## src/rtl/lat_adj_pkg.sv

```systemverilog
package lat_adj_pkg;

   localparam int CLS_BITS = 5;

   typedef enum logic [CLS_BITS-1:0] {
      C_NONE    = 5'd0,
      C_FALU    = 5'd1,
      C_FRSTORE = 5'd2,
      C_XFER_GR = 5'd3,
      C_XFER_ST = 5'd4,
      C_LOAD    = 5'd5,
      C_DSHIFT  = 5'd6,
      C_LSMOV   = 5'd7,
      C_LSFREG  = 5'd8,
      C_FDBL    = 5'd9,
      C_DOT4    = 5'd10,
      C_MXV4    = 5'd11,
      C_MULT    = 5'd12,
      C_ACCST   = 5'd13,
      C_ACCLD   = 5'd14,
      C_MODESW  = 5'd15,
      C_TRUNC   = 5'd16
   } cls_e;

   // producers whose result drains early into a store / register transfer
   function automatic logic is_fp_compute(cls_e c);
      return c inside {C_FALU, C_FDBL, C_DOT4, C_MXV4, C_TRUNC};
   endfunction

   function automatic logic is_fp_drain(cls_e c);
      return c inside {C_FRSTORE, C_XFER_GR, C_XFER_ST};
   endfunction

   function automatic logic is_ls_group(cls_e c);
      return c inside {C_LOAD, C_LSMOV, C_LSFREG, C_FRSTORE};
   endfunction

   function automatic logic is_heavy_fp(cls_e c);
      return c inside {C_FDBL, C_DOT4, C_MXV4};
   endfunction

   function automatic logic is_ls_fpreg(cls_e c);
      return c inside {C_LSFREG, C_FRSTORE};
   endfunction

endpackage

```

## src/rtl/lat_hist.sv

```systemverilog
module lat_hist
   import lat_adj_pkg::*;
#(
   parameter int LAT_W = 4
) (
   input  logic             clk_i,
   input  logic             rst_ni,
   input  logic             flush_i,
   input  logic             load_i,
   input  cls_e             cls_i,
   input  logic [LAT_W-1:0] lat_i,
   output logic             held_o,
   output cls_e             cls_o,
   output logic [LAT_W-1:0] lat_o
);

   always_ff @(posedge clk_i or negedge rst_ni) begin
      if (!rst_ni) begin
         held_o <= 1'b0;
         cls_o  <= C_NONE;
         lat_o  <= '0;
      end else if (flush_i) begin
         held_o <= 1'b0;
         cls_o  <= C_NONE;
         lat_o  <= '0;
      end else if (load_i) begin
         held_o <= 1'b1;
         cls_o  <= cls_i;
         lat_o  <= lat_i;
      end
   end

endmodule

```

## src/rtl/lat_rule_dec.sv

```systemverilog
module lat_rule_dec
   import lat_adj_pkg::*;
#(
   parameter int LAT_W         = 4,
   parameter int LS_FLOOR      = 3,
   parameter int MUL_ACCST_LAT = 5,
   parameter int MUL_CHAIN_LAT = 2,
   parameter int ACCLD_ST_LAT  = 4,
   parameter int ACCLD_MUL_LAT = 1,
   parameter int TRUNC_GR_LAT  = 1
) (
   input  cls_e             old_cls_i,
   input  logic [LAT_W-1:0] old_lat_i,
   input  cls_e             yng_cls_i,
   input  logic             shamt_i,
   output logic             pin_en_o,
   output logic [LAT_W-1:0] pin_val_o,
   output logic             inc_en_o,
   output logic             dec_en_o,
   output logic             inhibit_o
);

   localparam logic [LAT_W-1:0] FLOOR_V   = LAT_W'(LS_FLOOR);
   localparam logic [LAT_W-1:0] MUL_ST_V  = LAT_W'(MUL_ACCST_LAT);
   localparam logic [LAT_W-1:0] MUL_MUL_V = LAT_W'(MUL_CHAIN_LAT);
   localparam logic [LAT_W-1:0] LD_ST_V   = LAT_W'(ACCLD_ST_LAT);
   localparam logic [LAT_W-1:0] LD_MUL_V  = LAT_W'(ACCLD_MUL_LAT);
   localparam logic [LAT_W-1:0] TR_GR_V   = LAT_W'(TRUNC_GR_LAT);

   logic ls_short;
   assign ls_short = is_ls_group(old_cls_i) && (old_lat_i < FLOOR_V);

   // value-pinning rules: class pairs are disjoint, order is immaterial
   always_comb begin
      pin_en_o  = 1'b0;
      pin_val_o = '0;
      if (old_cls_i == C_TRUNC && yng_cls_i == C_XFER_GR) begin
         pin_en_o  = 1'b1;
         pin_val_o = TR_GR_V;
      end else if (ls_short && is_heavy_fp(yng_cls_i)) begin
         pin_en_o  = 1'b1;
         pin_val_o = FLOOR_V;
      end else if (old_cls_i == C_MULT && yng_cls_i == C_ACCST) begin
         pin_en_o  = 1'b1;
         pin_val_o = MUL_ST_V;
      end else if (old_cls_i == C_MULT && yng_cls_i == C_MULT) begin
         pin_en_o  = 1'b1;
         pin_val_o = MUL_MUL_V;
      end else if (old_cls_i == C_ACCLD && yng_cls_i == C_ACCST) begin
         pin_en_o  = 1'b1;
         pin_val_o = LD_ST_V;
      end else if (old_cls_i == C_ACCLD && yng_cls_i == C_MULT) begin
         pin_en_o  = 1'b1;
         pin_val_o = LD_MUL_V;
      end
   end

   // relative rules
   assign inc_en_o  = (old_cls_i == C_LOAD) && (yng_cls_i == C_DSHIFT) && shamt_i;
   assign dec_en_o  = is_fp_compute(old_cls_i) && is_fp_drain(yng_cls_i);
   assign inhibit_o = (old_cls_i == C_MODESW) && is_ls_fpreg(yng_cls_i);

endmodule

```

## src/rtl/lat_calc.sv

```systemverilog
module lat_calc #(
   parameter int LAT_W = 4
) (
   input  logic             active_i,
   input  logic             dep_i,
   input  logic [LAT_W-1:0] base_i,
   input  logic             pin_en_i,
   input  logic [LAT_W-1:0] pin_val_i,
   input  logic             inc_en_i,
   input  logic             dec_en_i,
   input  logic             inhibit_i,
   output logic [LAT_W-1:0] adj_o,
   output logic [LAT_W-1:0] stall_o,
   output logic             inhibit_o
);

   localparam logic [LAT_W-1:0] ONE = LAT_W'(1);
   localparam logic [LAT_W-1:0] TOP = {LAT_W{1'b1}};

   logic [LAT_W-1:0] bumped;
   logic [LAT_W-1:0] trimmed;
   logic [LAT_W-1:0] chosen;

   assign bumped  = (base_i == TOP) ? TOP : base_i + ONE;
   assign trimmed = (base_i == '0) ? '0 : base_i - ONE;

   // pinning outranks the relative rules
   always_comb begin
      if (pin_en_i)      chosen = pin_val_i;
      else if (inc_en_i) chosen = bumped;
      else if (dec_en_i) chosen = trimmed;
      else               chosen = base_i;
   end

   assign adj_o     = active_i ? chosen : '0;
   assign stall_o   = (active_i && dep_i && chosen != '0) ? chosen - ONE : '0;
   assign inhibit_o = active_i && inhibit_i;

endmodule

```

## src/rtl/lat_out_stage.sv

```systemverilog
module lat_out_stage #(
   parameter int LAT_W   = 4,
   parameter bit REG_OUT = 1'b0
) (
   input  logic             clk_i,
   input  logic             rst_ni,
   input  logic [LAT_W-1:0] adj_i,
   input  logic [LAT_W-1:0] stall_i,
   input  logic             inhibit_i,
   output logic [LAT_W-1:0] adj_o,
   output logic [LAT_W-1:0] stall_o,
   output logic             inhibit_o
);

   generate
      if (REG_OUT) begin : g_reg
         always_ff @(posedge clk_i or negedge rst_ni) begin
            if (!rst_ni) begin
               adj_o     <= '0;
               stall_o   <= '0;
               inhibit_o <= 1'b0;
            end else begin
               adj_o     <= adj_i;
               stall_o   <= stall_i;
               inhibit_o <= inhibit_i;
            end
         end
      end else begin : g_comb
         logic unused_clk;
         assign unused_clk = clk_i ^ rst_ni;
         assign adj_o      = adj_i;
         assign stall_o    = stall_i;
         assign inhibit_o  = inhibit_i;
      end
   endgenerate

endmodule

```

## src/rtl/lat_adjust_unit.sv

```systemverilog
module lat_adjust_unit
   import lat_adj_pkg::*;
#(
   parameter int CLS_W         = 5,
   parameter int LAT_W         = 4,
   parameter bit REG_OUT       = 1'b0,
   parameter int LS_FLOOR      = 3,
   parameter int MUL_ACCST_LAT = 5,
   parameter int MUL_CHAIN_LAT = 2,
   parameter int ACCLD_ST_LAT  = 4,
   parameter int ACCLD_MUL_LAT = 1,
   parameter int TRUNC_GR_LAT  = 1
) (
   input  logic             clk_i,
   input  logic             rst_ni,
   input  logic             flush_i,
   input  logic             slot_valid_i,
   input  logic [CLS_W-1:0] slot_cls_i,
   input  logic [LAT_W-1:0] slot_lat_i,
   input  logic             slot_dep_i,
   input  logic             slot_shamt_i,
   output logic [LAT_W-1:0] adj_lat_o,
   output logic [LAT_W-1:0] stall_o,
   output logic             pair_inhibit_o
);

   localparam int LAT_MAX = (1 << LAT_W) - 1;

   // elaboration-time parameter checks
   generate
      if (CLS_W < CLS_BITS) begin : g_bad_cls_w
         $error("lat_adjust_unit: CLS_W too narrow for the class set");
      end
      if (LAT_W < 3) begin : g_bad_lat_w
         $error("lat_adjust_unit: LAT_W must be at least 3");
      end
      if (LS_FLOOR > LAT_MAX || MUL_ACCST_LAT > LAT_MAX || MUL_CHAIN_LAT > LAT_MAX ||
          ACCLD_ST_LAT > LAT_MAX || ACCLD_MUL_LAT > LAT_MAX || TRUNC_GR_LAT > LAT_MAX)
      begin : g_bad_pin
         $error("lat_adjust_unit: a pinned latency does not fit LAT_W");
      end
   endgenerate

   // class normalisation: codes with stray upper bits act as NONE
   cls_e yng_cls;
   generate
      if (CLS_W > CLS_BITS) begin : g_wide_cls
         logic upper_clear;
         assign upper_clear = ~|slot_cls_i[CLS_W-1:CLS_BITS];
         assign yng_cls = upper_clear ? cls_e'(slot_cls_i[CLS_BITS-1:0]) : C_NONE;
      end else begin : g_exact_cls
         assign yng_cls = cls_e'(slot_cls_i[CLS_BITS-1:0]);
      end
   endgenerate

   logic             held;
   cls_e             old_cls;
   logic [LAT_W-1:0] old_lat;

   lat_hist #(.LAT_W(LAT_W)) u_hist (
      .clk_i   (clk_i),
      .rst_ni  (rst_ni),
      .flush_i (flush_i),
      .load_i  (slot_valid_i),
      .cls_i   (yng_cls),
      .lat_i   (slot_lat_i),
      .held_o  (held),
      .cls_o   (old_cls),
      .lat_o   (old_lat)
   );

   logic             pin_en, inc_en, dec_en, inh_raw;
   logic [LAT_W-1:0] pin_val;

   lat_rule_dec #(
      .LAT_W         (LAT_W),
      .LS_FLOOR      (LS_FLOOR),
      .MUL_ACCST_LAT (MUL_ACCST_LAT),
      .MUL_CHAIN_LAT (MUL_CHAIN_LAT),
      .ACCLD_ST_LAT  (ACCLD_ST_LAT),
      .ACCLD_MUL_LAT (ACCLD_MUL_LAT),
      .TRUNC_GR_LAT  (TRUNC_GR_LAT)
   ) u_rules (
      .old_cls_i (old_cls),
      .old_lat_i (old_lat),
      .yng_cls_i (yng_cls),
      .shamt_i   (slot_shamt_i),
      .pin_en_o  (pin_en),
      .pin_val_o (pin_val),
      .inc_en_o  (inc_en),
      .dec_en_o  (dec_en),
      .inhibit_o (inh_raw)
   );

   logic             active;
   logic [LAT_W-1:0] adj_c, stall_c;
   logic             inh_c;

   assign active = held && slot_valid_i && !flush_i;

   lat_calc #(.LAT_W(LAT_W)) u_calc (
      .active_i  (active),
      .dep_i     (slot_dep_i),
      .base_i    (old_lat),
      .pin_en_i  (pin_en),
      .pin_val_i (pin_val),
      .inc_en_i  (inc_en),
      .dec_en_i  (dec_en),
      .inhibit_i (inh_raw),
      .adj_o     (adj_c),
      .stall_o   (stall_c),
      .inhibit_o (inh_c)
   );

   lat_out_stage #(.LAT_W(LAT_W), .REG_OUT(REG_OUT)) u_out (
      .clk_i     (clk_i),
      .rst_ni    (rst_ni),
      .adj_i     (adj_c),
      .stall_i   (stall_c),
      .inhibit_i (inh_c),
      .adj_o     (adj_lat_o),
      .stall_o   (stall_o),
      .inhibit_o (pair_inhibit_o)
   );

endmodule

```

## config.mk

```make
export PLATFORM = sky130hd
export DESIGN_NAME = lat_adjust_unit
export DESIGN_NICKNAME = d
export VERILOG_FILES = /design/src/rtl/lat_adj_pkg.sv /design/src/rtl/lat_hist.sv /design/src/rtl/lat_rule_dec.sv /design/src/rtl/lat_calc.sv /design/src/rtl/lat_out_stage.sv /design/src/rtl/lat_adjust_unit.sv
export SDC_FILE = /design/constraint.sdc
export NUM_CORES = 1
export LEC_CHECK = 0
export BUFFER_PORTS_ARGS = -buffer_cell sky130_fd_sc_hd__clkbuf_2
export CORE_MARGIN = 4
export CORE_UTILIZATION = 58
export DETAILED_ROUTE_END_ITERATION = 6
export MAX_ROUTING_LAYER = met4
export PLACE_DENSITY = 0.92
export SETUP_SLACK_MARGIN = 0.1
export SLEW_MARGIN = 10
export SYNTH_ARGS = -nofsm -noshare
export SYNTH_HDL_FRONTEND = slang
export SYNTH_HIERARCHICAL = 1
export SYNTH_SLANG_ARGS = --single-unit
```

## constraint.sdc

```tcl
create_clock -name clk_i -period 7.8 [get_ports clk_i]
set_input_delay 1.56 -clock clk_i [delete_from_list [all_inputs] [get_ports clk_i]]
set_output_delay 1.56 -clock clk_i [all_outputs]
set_load 0.005 [all_outputs]
```

=== After elaboration in Yosys (flattened, before gate mapping) ===
Cells that the tools add are included.

* $add $sub $neg: 3
* Magnitude comparators: 1
* Equality and inequality tests: 23
* Muxes and demuxes: 25
* Reductions and logical operators: 25

{| class="wikitable"
|+ Operator list
! operator !! number
|-
| $eq A5 B4 Y1 const B || 13
|-
| $mux W4 || 14
|-
| $eq A5 B3 Y1 const B || 4
|-
| $logic_and A1 B1 Y1 || 16
|-
| $eq A5 B2 Y1 const B || 3
|-
| $mux W5 || 2
|-
| $mux W1 || 9
|-
| $reduce_bool A4 Y1 || 2
|-
| $sub A4 B1 Y4 const B || 2
|-
| $reduce_bool A3 Y1 || 2
|-
| $eq A5 B1 Y1 const B || 1
|-
| $eq A5 B5 Y1 const B || 1
|-
| $reduce_bool A5 Y1 || 1
|-
| $add A4 B1 Y4 const B || 1
|-
| $eq A4 B4 Y1 const B || 1
|-
| $logic_not A4 Y1 || 1
|-
| $lt A4 B2 Y1 const B || 1
|-
| $reduce_bool A2 Y1 || 2
|-
| $logic_not A1 Y1 || 1
|}

* Bits in registers: 10
* Bits of input ports: 15
* Output and inout port bits: 9
* Word-level logic and storage cells: 80

=== Depth between registers and ports, before layout ===
* Word-level depth: 12
* Depth in mapped cells: 14

=== Cells and area by module ===
The synthesis kept the hierarchy.

{| class="wikitable"
|+ Modules (own cells, without submodules)
! module !! times used !! cells an instance !! area an instance (um^2) !! sequential area each (um^2)
|-
| lat_hist || 1 || 32 || 397.9 || 250.2
|-
| lat_calc || 1 || 59 || 381.6 || 0.0
|-
| lat_rule_dec || 1 || 42 || 269.0 || 0.0
|-
| lat_out_stage || 1 || 9 || 67.6 || 0.0
|-
| lat_adjust_unit || 1 || 1 || 8.8 || 0.0
|}

=== Least setup slack after synthesis ===
OpenSTA, ideal clock, no wires.

* Kind: in2out
* Start point: input slot_cls_i[4]
* End point: output stall_o[2]
* Arrival time: 3.639 ns
* Data required time: 6.240 ns
* Setup slack: 2.601 ns
* Stages: 12
* Path buffers: 1
* Path through: nor2_1 -> nand4b_1 -> nor3_1 -> nor2_1 -> a211oi_1 -> o221ai_1 -> inv_1 -> ha_1 -> inv_1 -> or3_1 -> a21oi_2 -> buf_4

{| class="wikitable"
|+ RTL lines
! what !! line !! RTL
|-
| start, declared || lat_adjust_unit.sv:18 || <nowiki>input logic [CLS_W-1:0] slot_cls_i,</nowiki>
|-
| $eq A5 B3 Y1 (*) || lat_rule_dec.sv:59 || <nowiki>assign inc_en_o = (old_cls_i == C_LOAD) && (yng_cls_i == C_DSHIFT) && shamt_i;</nowiki>
|-
| $logic_and A1 B1 Y1 (*) (2 in series) || lat_rule_dec.sv:59 ||
|-
| via inc_en || lat_adjust_unit.sv:72 || <nowiki>logic pin_en, inc_en, dec_en, inh_raw;</nowiki>
|-
| $mux W4 (*) || lat_calc.sv:30 || <nowiki>else if (inc_en_i) chosen = bumped;</nowiki>
|-
| $mux W4 (*) || lat_calc.sv:29 || <nowiki>if (pin_en_i) chosen = pin_val_i;</nowiki>
|-
| parallel branches: the longest is 2 deep, another holds $sub A4 B1 Y4 || n/a ||
|-
| $mux W4 (*) || lat_calc.sv:36 || <nowiki>assign stall_o = (active_i && dep_i && chosen != '0) ? chosen - ONE : '0;</nowiki>
|-
| end, declared || lat_adjust_unit.sv:23 || <nowiki>output logic [LAT_W-1:0] stall_o,</nowiki>
|}

Mark *: on every way through the listed nets, which the timed path passes.

=== Worst setup path after layout ===
Ends and elaborated chain as after synthesis.

==> reports/qor.yml <==
outcome:
  status: "finished, final reports clean"
route:
  avgViaCountPerCell: 5.771
  wire_per_inst_um: 13.51
  first_pass_iters: 4
  num_vias: 1033
  ant_nets: 0
  drt_wl_total_um: 2419
  drt-initial-drc-count: 39
  drc: 0
floorplan:
  ios: 24
  start_util_pct: 63.09
  rows: 15
  fp.dieW_um: 52.04
  die_height_um: 52.04
  die_area_um2: 2708
  core_area_um2: 1783
power_and_ir_drop:
  peakVddDrop_mv: 0.1059
  p_per_area_nw_per_um2: 106.9
  finalPower_mw: 0.1262
  power.leakage_nw: 0.5686
clock_tree:
  cts_setup_buffers: 0
  cts_made_buffers: 3
  clock_latency_ps: 250
  cts_tree: "yes"
  ctsHtreeMaxLevel: 1
  root_buffer: "clkbuf_4"
  cts_resized: 0
  cts_sinks: 10
  clkTransAtPathRegs_ps: 50
  clk_path_buf_depth: 2
  cts_hold_buf: 0
final_layout:
  nets: 174
  final_cells: 179
  regArea_um2: 250.2
  multiInputGateArea_um2: 732.0
  final_cell_mix: "nor2_1, clkbuf_2, nand2_1"
  area_growth_pct: 5.005
  layout_commonest_cell: "nor2_1"
  post_route_cells_drive_above_1_share_pct: 22.73
  postLayoutCoreUtil_pct: 66.25
  antenna_cells: 0
  num-fill-cells: 156
place:
  dp_cells: 176
  portBuffers: 23
  dp_hpwl_um: 1955
  dp_slack_ps: 2208
  place.gp.congestion: 0.8927
synth:
  postSynthAreaPerCell_um2: 7.866
  synth_edf_count: 0
  ys_seq_elements: 10
  synth_ff_type: "dfrtp_1"
  synth-async-reset-ratio_pct: 100.0
  ys_types: 51
  synth_area_um2: 1125
  syn_inst: 143
  ys_seq_area_share_pct: 22.25
  synth_nets: 161
  yosys_warnings: 6
worst_setup_path:
  critPathMaxFanout: 7
  critPathRequiredTime_ps: 6240
  crit_arrival_ps: 4100
  crit_type: "in2out"
  startpoint_type: "input pin"
  cp-end-kind: "primary output"
  r2r_slack_ps: 6960
sta:
  slew_violations: 0
  rsz0062_at_grt: "false"
  setup_viol: 0
  setup_slack_ps: 2144
  fmax_mhz: 176.8
  finalCritPeriodShare_pct: 72.52
  worst_pin_slew_ps: 612.6
  fin_crit_ps: 5656
  hold_violations: 0
  slew_headroom_pct: 58.85
  fin_tns_setup_ps: 0
  skew_ps: 0
global_routing:
  grt_use_total_pct: 20.06
  grt_pass1_wl_um: 4126
  grt_max_degree: 12
  grt_overflow_total: 0
  antenna_found_initial: 0
  grt_pass1_vias: 986
run:
  cap_viol_max_count: 0
min_path:
  hp-class: "reg2reg"
-- worst max-delay path, stage by stage --
cell	delay, ps
clkbuf_2	100
nor2_1	170
nand4b_1	170
nor3_1	550
nor2_1	120
a211oi_1	260
o221ai_1	180
inv_1	140
ha_1	180
inv_1	60
or3_1	380
a21oi_2	120
clkbuf_2	120
-- metal layers --
| layer | GRT usage (%) | share of wire, % |
|---|---|---|
| met1 | 24.47 | 44 |
| met5 | - | 0 |
| met2 | 35.77 | 50 |
| met4 | 5.677 | 0 |
| met3 | 0.8596 | 5.5 |
-- flip-flops by register name (all words and copies together) (netlist names) --
| signal | flops |
|---|---|
| u_hist/lat_o | 4 |
| u_hist/cls_o | 5 |
| u_hist/held_o | 1 |
-- metrics by stage --
step / hold slack [ps] / instance area (um^2)
global placement: 466.9 / 1159
global route: 565.2 / 1181
finish: 504.9 / 1181
CTS: 510.0 / 1181
floorplan: 452.8 / 1125
detailed placement: 496.2 / 1159
-- area by class of cell --
cell class | instances | area share (%)
Sequential cell | 10 | 21.19
Clock buffer | 3 | 1.907
Multi-Input combinational cell | 110 | 61.97
Tap cell | 25 | 2.648
Timing Repair Buffer | 23 | 9.746
Inverter | 8 | 2.542
-- path summary, 6_finish.rpt --
check,startpoint,to,depth (start not counted)
min,u_hist/held_o$_DFFE_PN0P_,u_hist/held_o$_DFFE_PN0P_,2
max in group asynchronous,rst_ni,u_hist/cls_o[0]$_DFFE_PN0P_,1
min reg2reg,u_hist/held_o$_DFFE_PN0P_,u_hist/held_o$_DFFE_PN0P_,2
max,slot_cls_i[4],stall_o[2],13
max reg2reg,u_hist/lat_o[2]$_DFFE_PN0P_,u_hist/lat_o[2]$_DFFE_PN0P_,2
min in group asynchronous,rst_ni,u_hist/held_o$_DFFE_PN0P_,1
-- power by group --
| group | leakage, nW | internal, mW | switching, mW |
|---|---|---|---|
| Combinational | 0.423 | 0.0156 | 0.0185 |
| Sequential | 0.132 | 0.0549 | 0.00598 |
| Clock | 0.0138 | 0.0176 | 0.0137 |
-- kinds of logic (layout without fill, tap and decap cells) --
| logic type | count (synthesis) | after routing | synth area share [%] |
|---|---|---|---|
| AND/OR/NAND/NOR | 74 | 74 | 36.71 |
| buffers and inverters | 23 | 34 | 12.68 |
| AO/OA/AOI/OAI | 19 | 19 | 13.35 |
| multiplexers | 10 | 10 | 9.010 |
| flip-flops | 10 | 10 | 22.25 |
| adder cells (fa/ha/maj) | 3 | 3 | 3.337 |
| XOR/XNOR | 3 | 3 | 2.336 |
| other | 1 | 1 | 0.3334 |
-- synth_stat cells, drive strengths merged (2+ instances only) --
cell / n / area [um^2]
and3: 2 / 17.52
buf: 13 / 102.6
xnor2: 2 / 17.52
nor3b: 2 / 15.01
and4: 2 / 20.02
nand2: 11 / 41.29
inv: 8 / 30.03
nand3: 4 / 20.02
nor2: 29 / 108.9
and4b: 3 / 33.78
o21ai: 3 / 15.01
a21oi: 4 / 27.53
or3: 2 / 12.51
a31o: 2 / 17.52
ha: 3 / 37.54
nor4b: 2 / 23.77
nand2b: 2 / 12.51
clkbuf: 2 / 10.01
and2: 2 / 12.51
mux2i: 9 / 90.09
nor3: 4 / 20.02
and3b: 2 / 17.52
a41o: 2 / 20.02
dfrtp: 10 / 250.2
No activity file was read; power rests on OpenSTA's default activity.
